## src/rtl/tokchain_pkg.sv

```systemverilog
package tokchain_pkg;
  // {done_or_two, one_or_two}
  typedef enum logic [1:0] {
    TK_ZERO = 2'b00,
    TK_ONE  = 2'b01,
    TK_DONE = 2'b10,
    TK_TWO  = 2'b11
  } tok_t;

  localparam int TOK_W = 2;
endpackage

```

## src/rtl/tokchain_cell.sv

```systemverilog
module tokchain_cell
  import tokchain_pkg::*;
(
  input  logic clk,
  input  logic rst,
  input  logic clear_en,
  input  logic load_en,
  input  tok_t load_val,
  input  tok_t left_st,
  input  logic right_zero,
  input  logic drain,
  output tok_t st
);
  tok_t nxt;

  always_comb begin
    nxt = st;
    if (st == TK_ZERO && left_st != TK_ZERO) begin
      // right member of a firing pair
      nxt = (left_st == TK_DONE) ? TK_DONE : TK_TWO;
    end else if (drain) begin
      nxt = TK_ZERO;
    end else if (right_zero) begin
      // left member of a firing pair
      case (st)
        TK_TWO:  nxt = TK_ONE;
        TK_ONE:  nxt = TK_ZERO;
        default: nxt = st;
      endcase
    end
  end

  always_ff @(posedge clk) begin
    if (rst || clear_en) st <= TK_DONE;
    else if (load_en)    st <= load_val;
    else                 st <= nxt;
  end

  // Done only leaves through a drain, load or clear
  a_r6_done_sticky: assert property (@(posedge clk) disable iff (rst)
    (st == TK_DONE && !load_en && !drain) |=> (st == TK_DONE));

  // a Zero cell with a Zero left neighbour does not change
  a_r3_zero_holds: assert property (@(posedge clk) disable iff (rst)
    (st == TK_ZERO && left_st == TK_ZERO && !load_en && !clear_en) |=> (st == TK_ZERO));

  // clear wins over everything
  a_r12_clear_done: assert property (@(posedge clk) disable iff (rst)
    clear_en |=> (st == TK_DONE));
endmodule

```

## src/rtl/tokchain_drain.sv

```systemverilog
module tokchain_drain
  import tokchain_pkg::*;
(
  input  logic clk,
  input  logic rst,
  input  logic clear_en,
  input  logic load_en,
  input  logic dec_valid,
  input  tok_t lsb_st,
  output logic dec_ready,
  output logic drain_go,
  output logic rsp_valid,
  output logic rsp_ok
);
  assign dec_ready = !load_en && !clear_en && (lsb_st != TK_ZERO);
  assign drain_go  = dec_valid && dec_ready;

  always_ff @(posedge clk) begin
    if (rst) begin
      rsp_valid <= 1'b0;
      rsp_ok    <= 1'b0;
    end else begin
      rsp_valid <= drain_go;
      rsp_ok    <= drain_go && (lsb_st != TK_DONE);
    end
  end

  // response is a single-cycle pulse
  a_r10_pulse_once: assert property (@(posedge clk) disable iff (rst)
    rsp_valid |=> !rsp_valid);

  // an accepted request empties the LSB cell
  a_r9_drain_empties: assert property (@(posedge clk) disable iff (rst)
    drain_go |=> (lsb_st == TK_ZERO));

  // result reflects the drained state
  a_r10_ok_matches: assert property (@(posedge clk) disable iff (rst)
    drain_go |=> (rsp_valid && rsp_ok == ($past(lsb_st) != TK_DONE)));
endmodule

```

## src/rtl/token_countdown.sv

```systemverilog
module token_countdown
  import tokchain_pkg::*;
#(
  parameter int NCELL = 8,
  localparam int VW = NCELL * TOK_W
) (
  input  logic          clk,
  input  logic          rst,
  input  logic          clear_en,
  input  logic          load_en,
  input  logic [VW-1:0] load_vec,
  input  logic          dec_valid,
  output logic          dec_ready,
  output logic          rsp_valid,
  output logic          rsp_ok,
  output logic [VW-1:0] state_out
);
  tok_t cst [NCELL];
  logic drain_go;

  for (genvar i = 0; i < NCELL; i++) begin : g_cell
    tok_t left_n;
    logic rz;
    logic dr;

    if (i == NCELL - 1) begin : g_cap
      assign left_n = TK_DONE;
    end else begin : g_mid
      assign left_n = cst[i+1];
    end

    if (i == 0) begin : g_lsb
      assign rz = 1'b0;
      assign dr = drain_go;
    end else begin : g_up
      assign rz = (cst[i-1] == TK_ZERO);
      assign dr = 1'b0;
    end

    tokchain_cell u_cell (
      .clk        (clk),
      .rst        (rst),
      .clear_en   (clear_en),
      .load_en    (load_en),
      .load_val   (tok_t'(load_vec[TOK_W*i +: TOK_W])),
      .left_st    (left_n),
      .right_zero (rz),
      .drain      (dr),
      .st         (cst[i])
    );

    assign state_out[TOK_W*i +: TOK_W] = cst[i];
  end

  tokchain_drain u_drain (
    .clk       (clk),
    .rst       (rst),
    .clear_en  (clear_en),
    .load_en   (load_en),
    .dec_valid (dec_valid),
    .lsb_st    (cst[0]),
    .dec_ready (dec_ready),
    .drain_go  (drain_go),
    .rsp_valid (rsp_valid),
    .rsp_ok    (rsp_ok)
  );

  // the cap refills an empty MSB with Done
  a_r7_cap_refill: assert property (@(posedge clk) disable iff (rst)
    (cst[NCELL-1] == TK_ZERO && !load_en && !clear_en) |=> (cst[NCELL-1] == TK_DONE));

  // load lands on the next clock
  a_r11_load_lands: assert property (@(posedge clk) disable iff (rst)
    (load_en && !clear_en) |=> (state_out == $past(load_vec)));
endmodule

```

## config.mk

```make
export PLATFORM = sky130hd
export DESIGN_NAME = token_countdown
export DESIGN_NICKNAME = d
export VERILOG_FILES = /design/src/rtl/tokchain_pkg.sv /design/src/rtl/tokchain_cell.sv /design/src/rtl/tokchain_drain.sv /design/src/rtl/token_countdown.sv
export SDC_FILE = /design/constraint.sdc
export NUM_CORES = 1
export LEC_CHECK = 0
export BUFFER_PORTS_ARGS = -buffer_cell sky130_fd_sc_hd__buf_4
export CAP_MARGIN = 25
export CORE_MARGIN = 2
export CORE_UTILIZATION = 45
export DETAILED_ROUTE_END_ITERATION = 7
export PLACE_DENSITY = 0.75
export SLEW_MARGIN = 30
export SYNTH_ARGS = -nofsm -noshare
export SYNTH_HDL_FRONTEND = slang
export SYNTH_SLANG_ARGS = --single-unit
```

## constraint.sdc

```tcl
create_clock -name clk -period 1.56 [get_ports clk]
set_input_delay 0.312 -clock clk [delete_from_list [all_inputs] [get_ports clk]]
set_output_delay 0.312 -clock clk [all_outputs]
set_load 0.01 [all_outputs]
```

==> metrics.txt <==
share of cells above drive strength 1 31.8%; io pins 40; Slew HR 81.2%; P_int 734 µW; sw frac 26.6%; post-synthesis sequential area ratio 35.4%; via count 1014; Lkg Pwr 0.000608 µW; Post-CTS Setup Repair Bufs 0; status completed; worst reg2reg path depth 6; Clock Path Buffers 2; maximum VDD drop 0.000572 V; Worst Setup EP g_cell[7].u_cell.st[0]; WS Path Type reg2reg; post-route clock period utilization 92.4%; Main synth FF type dfxtp_1; initial core utilization 46.9%; critical path buffer and inverter count 1; CTS sink cnt 18; num rows 17; CP max stage cell dfxtp_2; Ant. Diodes 0; clock power share 28.9%; die height 51.5 µm; DP Wirelength 1850 µm; CP arrival 1620 ps; Tightest Hold Check Type in2reg; DRT antenna net count 0; crit path from g_cell[7].u_cell.st[0]; Worst EP required 1740 ps; Syn. warnings 0; combinational fraction of design power 21.2%; initial antenna violation count 0; worst-margin pin slew 281 ps; Async SR Flop Fraction 0%; Clk pin slew, worst setup/hold paths 100 ps; Reg2Reg Capture Point g_cell[7].u_cell.st[0]; slack of the worst reg-to-reg path 120 ps; final setup margin 118 ps; top cell type's share of synthesized area 35.4%; Setup Total Neg Slack 0 ps; Final Setup Violations 0; initial drt markers 7; pre-CTS setup slack 27.3 ps; Startpoint Class flip-flop; synth top area cells dfxtp_1 35%, a21oi_1 7.9%, nand2b_1 4.9%; Switch Pwr 266 µW; grt ovf 0; Total GRT Usage 19.6%; crit-path leading delay family compound AO/OA/AOI/OAI gates; PwrDens 713 nW/µm²; post-synthesis cell area 1020 µm²; final WL 2400 µm; Max Slew Vio Count 0; Worst setup EP type flip-flop; crit-path max FO 4; count leader, synth dfxtp_1; global-route wire length before repair 4020 µm; Mapped Nets 152; Via-to-Cell Ratio 5.12; synth unique cells 32; FF/Latch Area 362 µm²; Final GP Congestion 0.744; Remaining DRCs 0; crit-path cells inv_1 > ha_4 > nor2_4 > a22oi_4 > nor2_2 > a2111oi_2; Core Box Area 2170 µm²; max incr delay on CP 350 ps; Tmin final 1440 ps; port buffer count 39; First-pass DRT Iterations 4; # hold bufs at CTS 0; total CTS buffers 3; post_cts resized 0; Critical Path Stages 6; fmax 0.693 GHz; Die ar. 2660 µm²; Sequential Power Share 50.0%; RSZ-0062 raised after global routing false; Yosys reg bits 18; multi-input logic area 619 µm²; largest net degree at the start of global routing 28; WL per Instance 12.1 µm; RR Startpoint g_cell[7].u_cell.st[0]; Post-synth EDFFs 0; Clock Latency Late Sink 290 ps; final hold vios 0; die span in x 51.5 µm; skew final 6.29 ps; Post-Syn Instances 128; area grow syn2layout 37.8%; Max-cap violations 0; vias in the first global route 941; clk root buf clkbuf_4; synthesized area per cell 7.95 µm²; NumNets Final 195; CTS tree built; H-tree depth 1; Post-synth top cells 18 x dfxtp_1, 16 x a21oi_1, 9 x inv_1, 9 x nor2_1, 9 x o21ai_1; fill count 214; Yosys top cell by area dfxtp_1
[final cells by class]
class / count / area share [%]
clock buffer: 4 / 2.59
inverter: 9 / 2.41
multi-input combinational: 97 / 44.2
sequential: 18 / 25.8
tap: 28 / 2.50
timing repair buffer: 42 / 22.5
[cells by family (layout without fill, tap and decap cells)]
logic type,Yosys count,after routing,share of synthesized area [%]
adders and majority gates,3,3,3.69
DFF,18,18,35.4
muxes,1,1,0.984
buffers and inverters,13,55,5.41
and+or+nand+nor,46,46,25.2
AOI/OAI and AO/OA,47,47,29.3
[power groups by stage]
stage               logic [µW]  registers (µW)  clock network, µW
detailed placement         208             509                  0
finish                     212             500                288
CTS                        209             499                296
global route               235             503                313
floorplan                  107             514                  0
global placement           203             508                  0
[metrics by stage]
stage	util [%]	cell area, µm²	std cells	total power (µW)	hold WS (ps)
6_report	64.6	1400	198	1000	215
3_5_place_dp	62.1	1350	194	717	517
2_1_floorplan	-	1020	128	621	381
5_1_grt	64.6	1400	198	1050	201
3_3_place_gp	62.1	1350	194	711	515
4_1_cts	63.7	1380	198	1000	213
[sequential cells by signal, indices dropped and copies added (netlist names)]
register	count
g_cell.u_cell.st	16
u_drain.rsp_valid	1
u_drain.rsp_ok	1
[worst min path at each step]
stage | start | end | slack, ps | depth (start not counted)
after CTS | rst | g_cell[7].u_cell.st[0] | 210 | 2
after detailed placement | g_cell[0].u_cell.st[0] | g_cell[0].u_cell.st[0] | 520 | 2
after global placement | g_cell[7].u_cell.st[1] | g_cell[7].u_cell.st[1] | 520 | 2
after floorplan | rst | g_cell[7].u_cell.st[0] | 380 | 1
after global routing | rst | g_cell[7].u_cell.st[0] | 200 | 2
final | rst | g_cell[7].u_cell.st[0] | 210 | 2
[metal layers]
metal	share of wire [%]	track usage, %	wire length, µm
met3	3.8	3.45	91
met5	0	0	0
met1	44	24.0	1060
met2	51	34.6	1220
met4	0.96	6.58	23
[cells in the final DEF, fill, tap and decap left out, types with 2 or more instances in the layout]
| master | instances |
|---|---|
| nor2_1 | 9 |
| inv_1 | 9 |
| clkbuf_4 | 3 |
| buf_4 | 42 |
| ha_1 | 2 |
| or2_1 | 3 |
| o21ai_0 | 5 |
| o31ai_1 | 5 |
| or2_0 | 2 |
| a21oi_1 | 16 |
| nor2b_1 | 8 |
| nand2_1 | 6 |
| a211oi_1 | 2 |
| o21bai_1 | 2 |
| dfxtp_1 | 17 |
| a21o_1 | 3 |
| nor3_1 | 3 |
| nand2b_1 | 8 |
| o21ai_1 | 9 |
(Power assumes the default switching activity.)
